[config.mk]
export PLATFORM = sky130hd
export DESIGN_NAME = bus_wait_gen
export DESIGN_NICKNAME = d
export VERILOG_FILES = /design/src/rtl/bwg_pkg.sv /design/src/rtl/bwg_cfg_reg.sv /design/src/rtl/bwg_region_lut.sv /design/src/rtl/bwg_stall_ctr.sv /design/src/rtl/bus_wait_gen.sv
export SDC_FILE = /design/constraint.sdc
export NUM_CORES = 1
export LEC_CHECK = 0
export ABC_AREA = 1
export BUFFER_PORTS_ARGS = -buffer_cell sky130_fd_sc_hd__buf_2
export CORE_UTILIZATION = 30
export DETAILED_ROUTE_END_ITERATION = 12
export SYNTH_ARGS = -nofsm -noshare
export SYNTH_HDL_FRONTEND = slang
export SYNTH_SLANG_ARGS = --single-unit
[constraint.sdc]
create_clock -name clk -period 6.95 [get_ports clk]
set_input_delay 1.7375 -clock clk [delete_from_list [all_inputs] [get_ports clk]]
set_output_delay 1.7375 -clock clk [all_outputs]
set_load 0.01 [all_outputs]
[src/rtl/bwg_pkg.sv]
package bwg_pkg;
  localparam int SLOT_W     = 5;
  localparam int NUM_WIN    = 3;
  localparam int WIN_BASE   = 8;
  localparam int BATT_REGION = 14;
  localparam int FIXED_REGION = 2;
  localparam int FIXED_W16  = 2;
  localparam int FIXED_W32  = 4;
  localparam int PF_BIT     = 14;

  typedef struct packed {
    logic [SLOT_W-1:0] n16;
    logic [SLOT_W-1:0] s16;
    logic [SLOT_W-1:0] n32;
    logic [SLOT_W-1:0] s32;
  } wait_set_t;

  function automatic logic [SLOT_W-1:0] first_wait(input logic [1:0] code);
    case (code)
      2'd0: first_wait = SLOT_W'(4);
      2'd1: first_wait = SLOT_W'(3);
      2'd2: first_wait = SLOT_W'(2);
      default: first_wait = SLOT_W'(8);
    endcase
  endfunction

  // Slow sequential wait doubles per window: 2, 4, 8.
  function automatic logic [SLOT_W-1:0] seq_wait(input int win, input logic code);
    seq_wait = code ? SLOT_W'(1) : SLOT_W'(2 << win);
  endfunction

  function automatic wait_set_t derive_set(input logic [SLOT_W-1:0] n16,
                                           input logic [SLOT_W-1:0] s16);
    wait_set_t r;
    r.n16 = n16;
    r.s16 = s16;
    r.n32 = n16 + s16 + SLOT_W'(1);
    r.s32 = {s16[SLOT_W-2:0], 1'b1};
    return r;
  endfunction
endpackage

[src/rtl/bwg_cfg_reg.sv]
module bwg_cfg_reg
  import bwg_pkg::*;
(
  input  logic        clk,
  input  logic        rst,
  input  logic        we,
  input  logic [15:0] wdata,
  output wait_set_t   win_sets [NUM_WIN],
  output wait_set_t   batt_set,
  output logic        pf_en
);
  logic [15:0] ctl_q;

  always_ff @(posedge clk) begin
    if (rst)     ctl_q <= '0;
    else if (we) ctl_q <= wdata;
  end

  assign pf_en = ctl_q[PF_BIT];

  for (genvar g = 0; g < NUM_WIN; g++) begin : g_win
    localparam int FIRST_LSB = 2 + 3 * g;
    localparam int SEQ_BIT   = 4 + 3 * g;
    assign win_sets[g] = derive_set(first_wait(ctl_q[FIRST_LSB +: 2]),
                                    seq_wait(g, ctl_q[SEQ_BIT]));
  end

  always_comb begin
    logic [SLOT_W-1:0] bw;
    bw = first_wait(ctl_q[1:0]);
    batt_set.n16 = bw;
    batt_set.s16 = bw;
    batt_set.n32 = {bw[SLOT_W-2:0], 1'b1};
    batt_set.s32 = {bw[SLOT_W-2:0], 1'b1};
  end
endmodule

[src/rtl/bwg_region_lut.sv]
module bwg_region_lut
  import bwg_pkg::*;
#(
  parameter int REGION_W = 4
) (
  input  logic [REGION_W-1:0] region,
  input  wait_set_t           win_sets [NUM_WIN],
  input  wait_set_t           batt_set,
  output wait_set_t           sel_set,
  output logic                is_win
);
  localparam int WIN_LAST = WIN_BASE + 2 * NUM_WIN - 1;

  always_comb begin
    int r;
    r = int'(region);
    sel_set = '0;
    is_win  = 1'b0;
    if (r == FIXED_REGION) begin
      sel_set.n16 = SLOT_W'(FIXED_W16);
      sel_set.s16 = SLOT_W'(FIXED_W16);
      sel_set.n32 = SLOT_W'(FIXED_W32);
      sel_set.s32 = SLOT_W'(FIXED_W32);
    end else if (r >= WIN_BASE && r <= WIN_LAST) begin
      // Base region and its mirror share a window.
      sel_set = win_sets[(r - WIN_BASE) >> 1];
      is_win  = 1'b1;
    end else if (r == BATT_REGION) begin
      sel_set = batt_set;
    end
  end
endmodule

[src/rtl/bwg_stall_ctr.sv]
module bwg_stall_ctr #(
  parameter int WAIT_W = 12
) (
  input  logic              clk,
  input  logic              rst,
  input  logic              start,
  input  logic [WAIT_W-1:0] load_val,
  output logic              busy,
  output logic              ready
);
  logic [WAIT_W-1:0] remain_q;

  always_ff @(posedge clk) begin
    if (rst) begin
      busy     <= 1'b0;
      ready    <= 1'b0;
      remain_q <= '0;
    end else begin
      ready <= 1'b0;
      if (!busy) begin
        if (start) begin
          busy     <= 1'b1;
          remain_q <= load_val;
        end
      end else if (remain_q != '0) begin
        remain_q <= remain_q - WAIT_W'(1);
      end else begin
        busy  <= 1'b0;
        ready <= 1'b1;
      end
    end
  end
endmodule

[src/rtl/bus_wait_gen.sv]
module bus_wait_gen
  import bwg_pkg::*;
#(
  parameter int ADDR_W     = 32,
  parameter int REGION_LSB = 24,
  parameter int REGION_W   = 4,
  parameter int CNT_W      = 5,
  parameter int WAIT_W     = 12
) (
  input  logic              clk,
  input  logic              rst,
  input  logic              cfg_we,
  input  logic [15:0]       cfg_wdata,
  input  logic              req_valid,
  input  logic [ADDR_W-1:0] req_addr,
  input  logic              req_wide,
  input  logic              req_seq,
  input  logic              req_burst,
  input  logic [CNT_W-1:0]  req_count,
  output logic              busy,
  output logic              ready,
  output logic [WAIT_W-1:0] wait_cnt,
  output logic [SLOT_W-1:0] pf_wait,
  output logic              prefetch_en
);
  wait_set_t win_sets [NUM_WIN];
  wait_set_t batt_set;
  wait_set_t sel_set;
  logic      is_win;
  logic      accept;
  logic [WAIT_W-1:0] wait_nxt;
  logic [SLOT_W-1:0] pf_nxt;

  bwg_cfg_reg u_cfg (
    .clk      (clk),
    .rst      (rst),
    .we       (cfg_we),
    .wdata    (cfg_wdata),
    .win_sets (win_sets),
    .batt_set (batt_set),
    .pf_en    (prefetch_en)
  );

  bwg_region_lut #(.REGION_W(REGION_W)) u_lut (
    .region   (req_addr[REGION_LSB +: REGION_W]),
    .win_sets (win_sets),
    .batt_set (batt_set),
    .sel_set  (sel_set),
    .is_win   (is_win)
  );

  assign accept = req_valid && !busy;

  always_comb begin
    logic [WAIT_W-1:0] n_acc;
    n_acc = (req_count == '0) ? WAIT_W'(1) : WAIT_W'(req_count);
    if (req_burst) begin
      wait_nxt = WAIT_W'(sel_set.n32) + WAIT_W'(1)
               + (n_acc - WAIT_W'(1)) * (WAIT_W'(sel_set.s32) + WAIT_W'(1));
    end else if (req_wide) begin
      wait_nxt = WAIT_W'(req_seq ? sel_set.s32 : sel_set.n32);
    end else begin
      wait_nxt = WAIT_W'(req_seq ? sel_set.s16 : sel_set.n16);
    end
    if (is_win && prefetch_en) pf_nxt = '0;
    else pf_nxt = (req_wide || req_burst) ? sel_set.s32 : sel_set.s16;
  end

  always_ff @(posedge clk) begin
    if (rst) begin
      wait_cnt <= '0;
      pf_wait  <= '0;
    end else if (accept) begin
      wait_cnt <= wait_nxt;
      pf_wait  <= pf_nxt;
    end
  end

  bwg_stall_ctr #(.WAIT_W(WAIT_W)) u_ctr (
    .clk      (clk),
    .rst      (rst),
    .start    (accept),
    .load_val (wait_nxt),
    .busy     (busy),
    .ready    (ready)
  );
endmodule

# After elaboration in Yosys (flattened, before gate mapping)

Cells that the tools add are included.

Flip-flop bits (word level): 46
Bits of input ports: 60
Output and inout bits: 20
Logic and storage cells: 78

$add $sub $neg: 12
$mul: 1
Magnitude comparators: 3
Eq/ne operators: 11
Multiplexer cells: 29
Bitwise operators: 2
Reduce and logical (&&, ||, !) cells: 14

Operators by type and width:

| cell                    | number |
|---|---|
| $mux W20                | 4 |
| $mux W12                | 4 |
| $pmux W4 S3             | 4 |
| $bmux W20 S2            | 1 |
| $ge A32 B3 Y1 const B   | 1 |
| $not A31 Y32            | 1 |
| $mux W5                 | 6 |
| $mux W19                | 1 |
| $add A4 B5 Y5           | 3 |
| $add A5 B1 Y5 const B   | 3 |
| $add A5 B1 Y6 const B   | 2 |
| $add A6 B12 Y12         | 1 |
| $mul A6 B7 Y12          | 1 |
| $reduce_bool A12 Y1     | 1 |
| $sub A12 B1 Y12 const B | 1 |
| $eq A2 B1 Y1 const B    | 4 |
| $eq A2 B2 Y1 const B    | 4 |
| $logic_not A2 Y1        | 4 |
| $mux W1                 | 6 |
| $sub A5 B1 Y6 const B   | 1 |
| $logic_not A5 Y1        | 1 |
| $sub A4 B4 Y5 const B   | 1 |
| $eq A4 B2 Y1 const B    | 1 |
| $eq A4 B3 Y1 const B    | 1 |
| 13 further kinds        | 15 |

# Depth between registers and ports, before layout

Word-level depth: 15
Gate-level depth with buffers: 30
Gate-level depth less buffers: 28

# Cells and area by module

From an unflattened synthesis, not the netlist that was laid out.

Cells, all modules: 928
Area total of the unflattened synthesis: 5,851.9 um^2

By module, submodules not included:

| module         | instances | cells each | area each (um^2) |
|---|---|---|---|
| bus_wait_gen   | 1         | 385        | 2,576.2 |
| bwg_cfg_reg    | 1         | 165        | 1,258.7 |
| bwg_region_lut | 1         | 235        | 1,094.8 |
| bwg_stall_ctr  | 1         | 143        | 922.1 |

# Worst setup path after synthesis

No wires, ideal clock.

Path kind: input -> register
Start: input req_addr[26]
End: register u_ctr.remain_q[6]
Arrival time: 6,128 ps
Required time: 6,837 ps
Path slack: 709 ps
Cell stages on the path: 26
Path buffers: 2
Path through: buf_4 inv_2 buf_2 nand3_1 nand3_1 nand2_1 nand2_1 inv_2 ha_1 xnor2_1 or2_1 fa_1 fa_1 inv_1 fa_1 fa_1 ha_1 nand2_1 inv_1 a21oi_1 xor2_1 inv_1 nand2_1 nand2_1 nand3_1 nand2_1

Longest elaborated chain between the ends: 13
Elaborated cells on any way between the ends: 20

Ends and longest elaborated chain:

| element                                     | RTL line             | RTL |
|---|---|---|
| start: declaration                          | bus_wait_gen.sv:15   | `input logic [ADDR_W-1:0] req_addr,` |
| $sub A4 B4 Y5                               | bwg_region_lut.sv:26 | `sel_set = win_sets[(r - WIN_BASE) >> 1];` |
| $not A31 Y32 (implied by the code)          | bwg_region_lut.sv:26 |  |
| $bmux W20 S2                                | bwg_region_lut.sv:26 |  |
| $mux W20 (implied by the code) (2 in a row) | bwg_region_lut.sv:26 |  |
| $mux W20                                    | bwg_region_lut.sv:24 | `end else if (r >= WIN_BASE && r <= WIN_LAST) begin` |
| $mux W20 *                                  | bwg_region_lut.sv:19 | `if (r == FIXED_REGION) begin` |
| $add A5 B1 Y6                               | bus_wait_gen.sv:59   | `+ (n_acc - WAIT_W'(1)) * (WAIT_W'(sel_set.s32) + WAIT_W'(1));` |
| $mul A6 B7 Y12                              | bus_wait_gen.sv:59   |  |
| $add A6 B12 Y12 *                           | bus_wait_gen.sv:59   |  |
| $mux W12 *                                  | bus_wait_gen.sv:57   | `if (req_burst) begin` |
| $mux W12 *                                  | bwg_stall_ctr.sv:21  | `if (start) begin` |
| $mux W12 *                                  | bwg_stall_ctr.sv:20  | `if (!busy) begin` |
| end signal: assignment                      | bwg_stall_ctr.sv:23  | `remain_q <= load_val;` |
| end signal: assignment                      | bwg_stall_ctr.sv:26  | `remain_q <= remain_q - WAIT_W'(1);` |
| end: declaration                            | bwg_stall_ctr.sv:11  | `logic [WAIT_W-1:0] remain_q;` |

Every way passes the cells marked *; elsewhere a longest branch is shown, timed or not. The select of a mux whose other input is x is not followed.
A chain may end at the register's enable or synchronous reset.

# Worst setup path after layout

Start: input req_addr[26]
End: register u_ctr.remain_q[7]

The elaborated chain is that of the path after synthesis.

==> metrics <==
synth cell count leaders=nand2_1, inv_1, nor2_1; worst hold path cell count=2; share of power burned in registers=0.270; Power per Cell Area=227 nW/um^2; CTS tree=built; number of synthesized flops with an enable pin=0; maximum clock path buffer count=2; CP endpoint kind=register; GR Util met1=0.209; Worst IR Drop VDD=111 uV; # hold bufs at CTS=0; Rel. slew slack=0.531; failing checks=design-rule violations; Final HPWL DP=8.91 mm; global route overflow=0; Final Slew Violations=0; ant diodes=0; Reg2Reg Launch Point=u_cfg.ctl_q[0]; Initial Utilization=0.309; Gate power share=0.526; switching power=0.520 mW; gr busiest metal=met2; count leader, synth=nand2_1; clock latency on the worst-skew pair=0.30 ns; vias in the first global route=3,991; via count=4,249; # IOs=80; placer congestion estimate=0.833; antenna violation net count after detailed routing=0; number of remaining DRC errors=6; area delta synth->final=13.2%; Root Buffer=clkbuf_16; worst path required time=7.16 ns; Main synth FF type=dfxtp_1; crit-path max FO=10; Final Cycle Share=0.933; clock power share=0.204; Die Width=125 um; M2 GR Usage=0.226; cell internal pwr=0.642 mW; final hold violation count=0; die area=15,600 um^2; DRT Pass-1 Iters=9; die height=125 um; GRT met3 Usage=0.0279; Initial DRC Count=207; design area=5120 um^2; mapped cell area=4520 um^2; # port buffers=47; Hold EP=u_ctr.remain_q[1]; Max Cap Viol=0; Synth area leaders=dfxtp_1, ha_1, nand2_1; syn_area_per_cell=6.58 um^2; DP Area=4980 um^2; CTS buffer count=5; Synth cell types=44; Hold Path Origin=u_ctr.remain_q[1]; Ys Warns=0; RR Endpoint=u_ctr.remain_q[7]; critical path launch point type=input pin; Setup TNS=0 ns; Seq/Total Area, Yosys=0.190; r2r worst-path depth=23; Worst Hold Class=register to register; Clock transition at path regs=0.06 ns; Slew @ Worst Pin=0.703 ns; max incr delay on CP=0.57 ns; Detailed Route WL=10.9 mm; switching share of power=0.447; Synth Register Bits=43; min Tclk post-route=6.48 ns; TritonCTS Sinks=43; Gate Count Post-Synth=688; pin count of the biggest net entering global routing=26; GR Util All Layers=0.148; core area=14,600 um^2; endpoints failing setup=0; first-pass GRT wire length=18.7 mm; Synth async-reset ratio=0; Avg WL per Cell=11.8 um; post-synth top area cell=dfxtp_1; post-cts resize count=0; Synth top area share=0.190; H-tree depth=2; Lkg Pwr=2.76 nW; initial antenna violation count=0; clk_skew=0.00595 ns; fmax=154 MHz; share of layout cells above drive strength 1=0.123; Slowest cell on crit path=fa_1; DR vias/cell=4.60; WP data arrival=6.70 ns; Crit Path Category=input pin to register; total setup buffers inserted after CTS=0; status=complete, but fails checks; slack of the worst reg-to-reg path=1.70 ns; unrepaired setup endpoints after global routing=no; nets=874; Rows=44
-- metal layers --
metal | share of wire | vias up | wire (um)
met5 | 0 | - | 0
met4 | 0.013 | 0 | 136
met3 | 0.053 | 10 | 581
met2 | 0.42 | 82 | 4530
met1 | 0.52 | 1881 | 5630
li1 | - | 2276 | -
-- through the flow --
step	hold slack (ns)	util	power, mW	std cells	setup slack [ns]
3_5_place_dp	0.455	0.340	0.929	915	0.173
5_1_grt	0.475	0.350	1.29	923	0.113
6_report	0.462	0.350	1.16	923	0.466
4_1_cts	0.465	0.350	1.17	923	0.474
2_1_floorplan	0.426	-	0.784	693	0.709
3_3_place_gp	0.439	0.340	0.929	915	0.229
-- how the worst max path moves through the flow --
stage | startpoint | end | slack [ns] | cells after the start
after detailed placement | req_addr[25] | u_ctr.remain_q[7] | 0.17 | 25
after global placement | req_addr[25] | u_ctr.remain_q[10] | 0.23 | 27
after floorplan | req_addr[26] | u_ctr.remain_q[6] | 0.71 | 26
final | req_addr[26] | u_ctr.remain_q[7] | 0.47 | 25
after global routing | req_addr[25] | u_ctr.remain_q[7] | 0.11 | 25
after CTS | req_addr[25] | u_ctr.remain_q[7] | 0.47 | 27
-- area by class of cell --
cell class,count,area [um^2]
Fill cell,1591,9520
Timing Repair Buffer,54,288
Sequential cell,43,861
Clock buffer,6,129
Clock inverter,2,12.5
Multi-Input combinational cell,520,3170
Inverter,114,429
Tap cell,184,230
-- placed cells by master, fill, tap and decap left out, drive strengths merged --
cell | synthesis | routed
a21boi | 1 | 1
a21o | 1 | 1
a21oi | 43 | 43
a22oi | 5 | 5
a31oi | 2 | 2
and2 | 1 | 1
buf | 7 | 54
clkbuf | 9 | 6
clkinv | 1 | 2
clkinvlp | 0 | 1
conb | 2 | 7
dfxtp | 43 | 43
fa | 22 | 22
ha | 54 | 54
inv | 113 | 113
nand2 | 173 | 173
nand3 | 56 | 56
nand3b | 1 | 1
nand4 | 6 | 6
nor2 | 75 | 75
nor3 | 5 | 5
nor4 | 3 | 3
o211ai | 1 | 1
o21ai | 47 | 47
o21bai | 2 | 2
o31ai | 1 | 1
or2 | 5 | 5
xnor2 | 4 | 4
xor2 | 5 | 5
-- critical path: cells and delay by family --
family                     cells  cell delay [ns]
adders and majority gates      6             2.62
AOI/OAI and AO/OA              3             0.51
xor gates and xnor gates       1             0.14
buffers and inverters          6             0.69
and+or+nand+nor                9             1.03
-- flip-flops by register name, indices dropped and copies added, names as in the netlist --
register        count
u_ctr.ready         1
u_ctr.remain_q     12
wait_cnt           12
u_cfg.ctl_q        12
u_ctr.busy          1
pf_wait             5
-- power by group through the flow --
stage	Clock [mW]	Combinational [mW]	Sequential (mW)
floorplan	0	0.466	0.318
global placement	0	0.610	0.319
global route	0.250	0.717	0.319
detailed placement	0	0.611	0.319
CTS	0.244	0.616	0.314
finish	0.237	0.612	0.314
-- logic make-up (layout without fill, tap and decap cells) --
logic type	count (synthesis)	in the layout	synth area share
xor+xnor	9	9	0.0207
other cells	2	7	0.00166
fa+ha+maj	76	76	0.247
simple gates	325	325	0.306
flops	43	43	0.190
buf+inv	130	176	0.112
compound gates	103	103	0.122
Note: power is estimated with default switching activity, not from simulation.
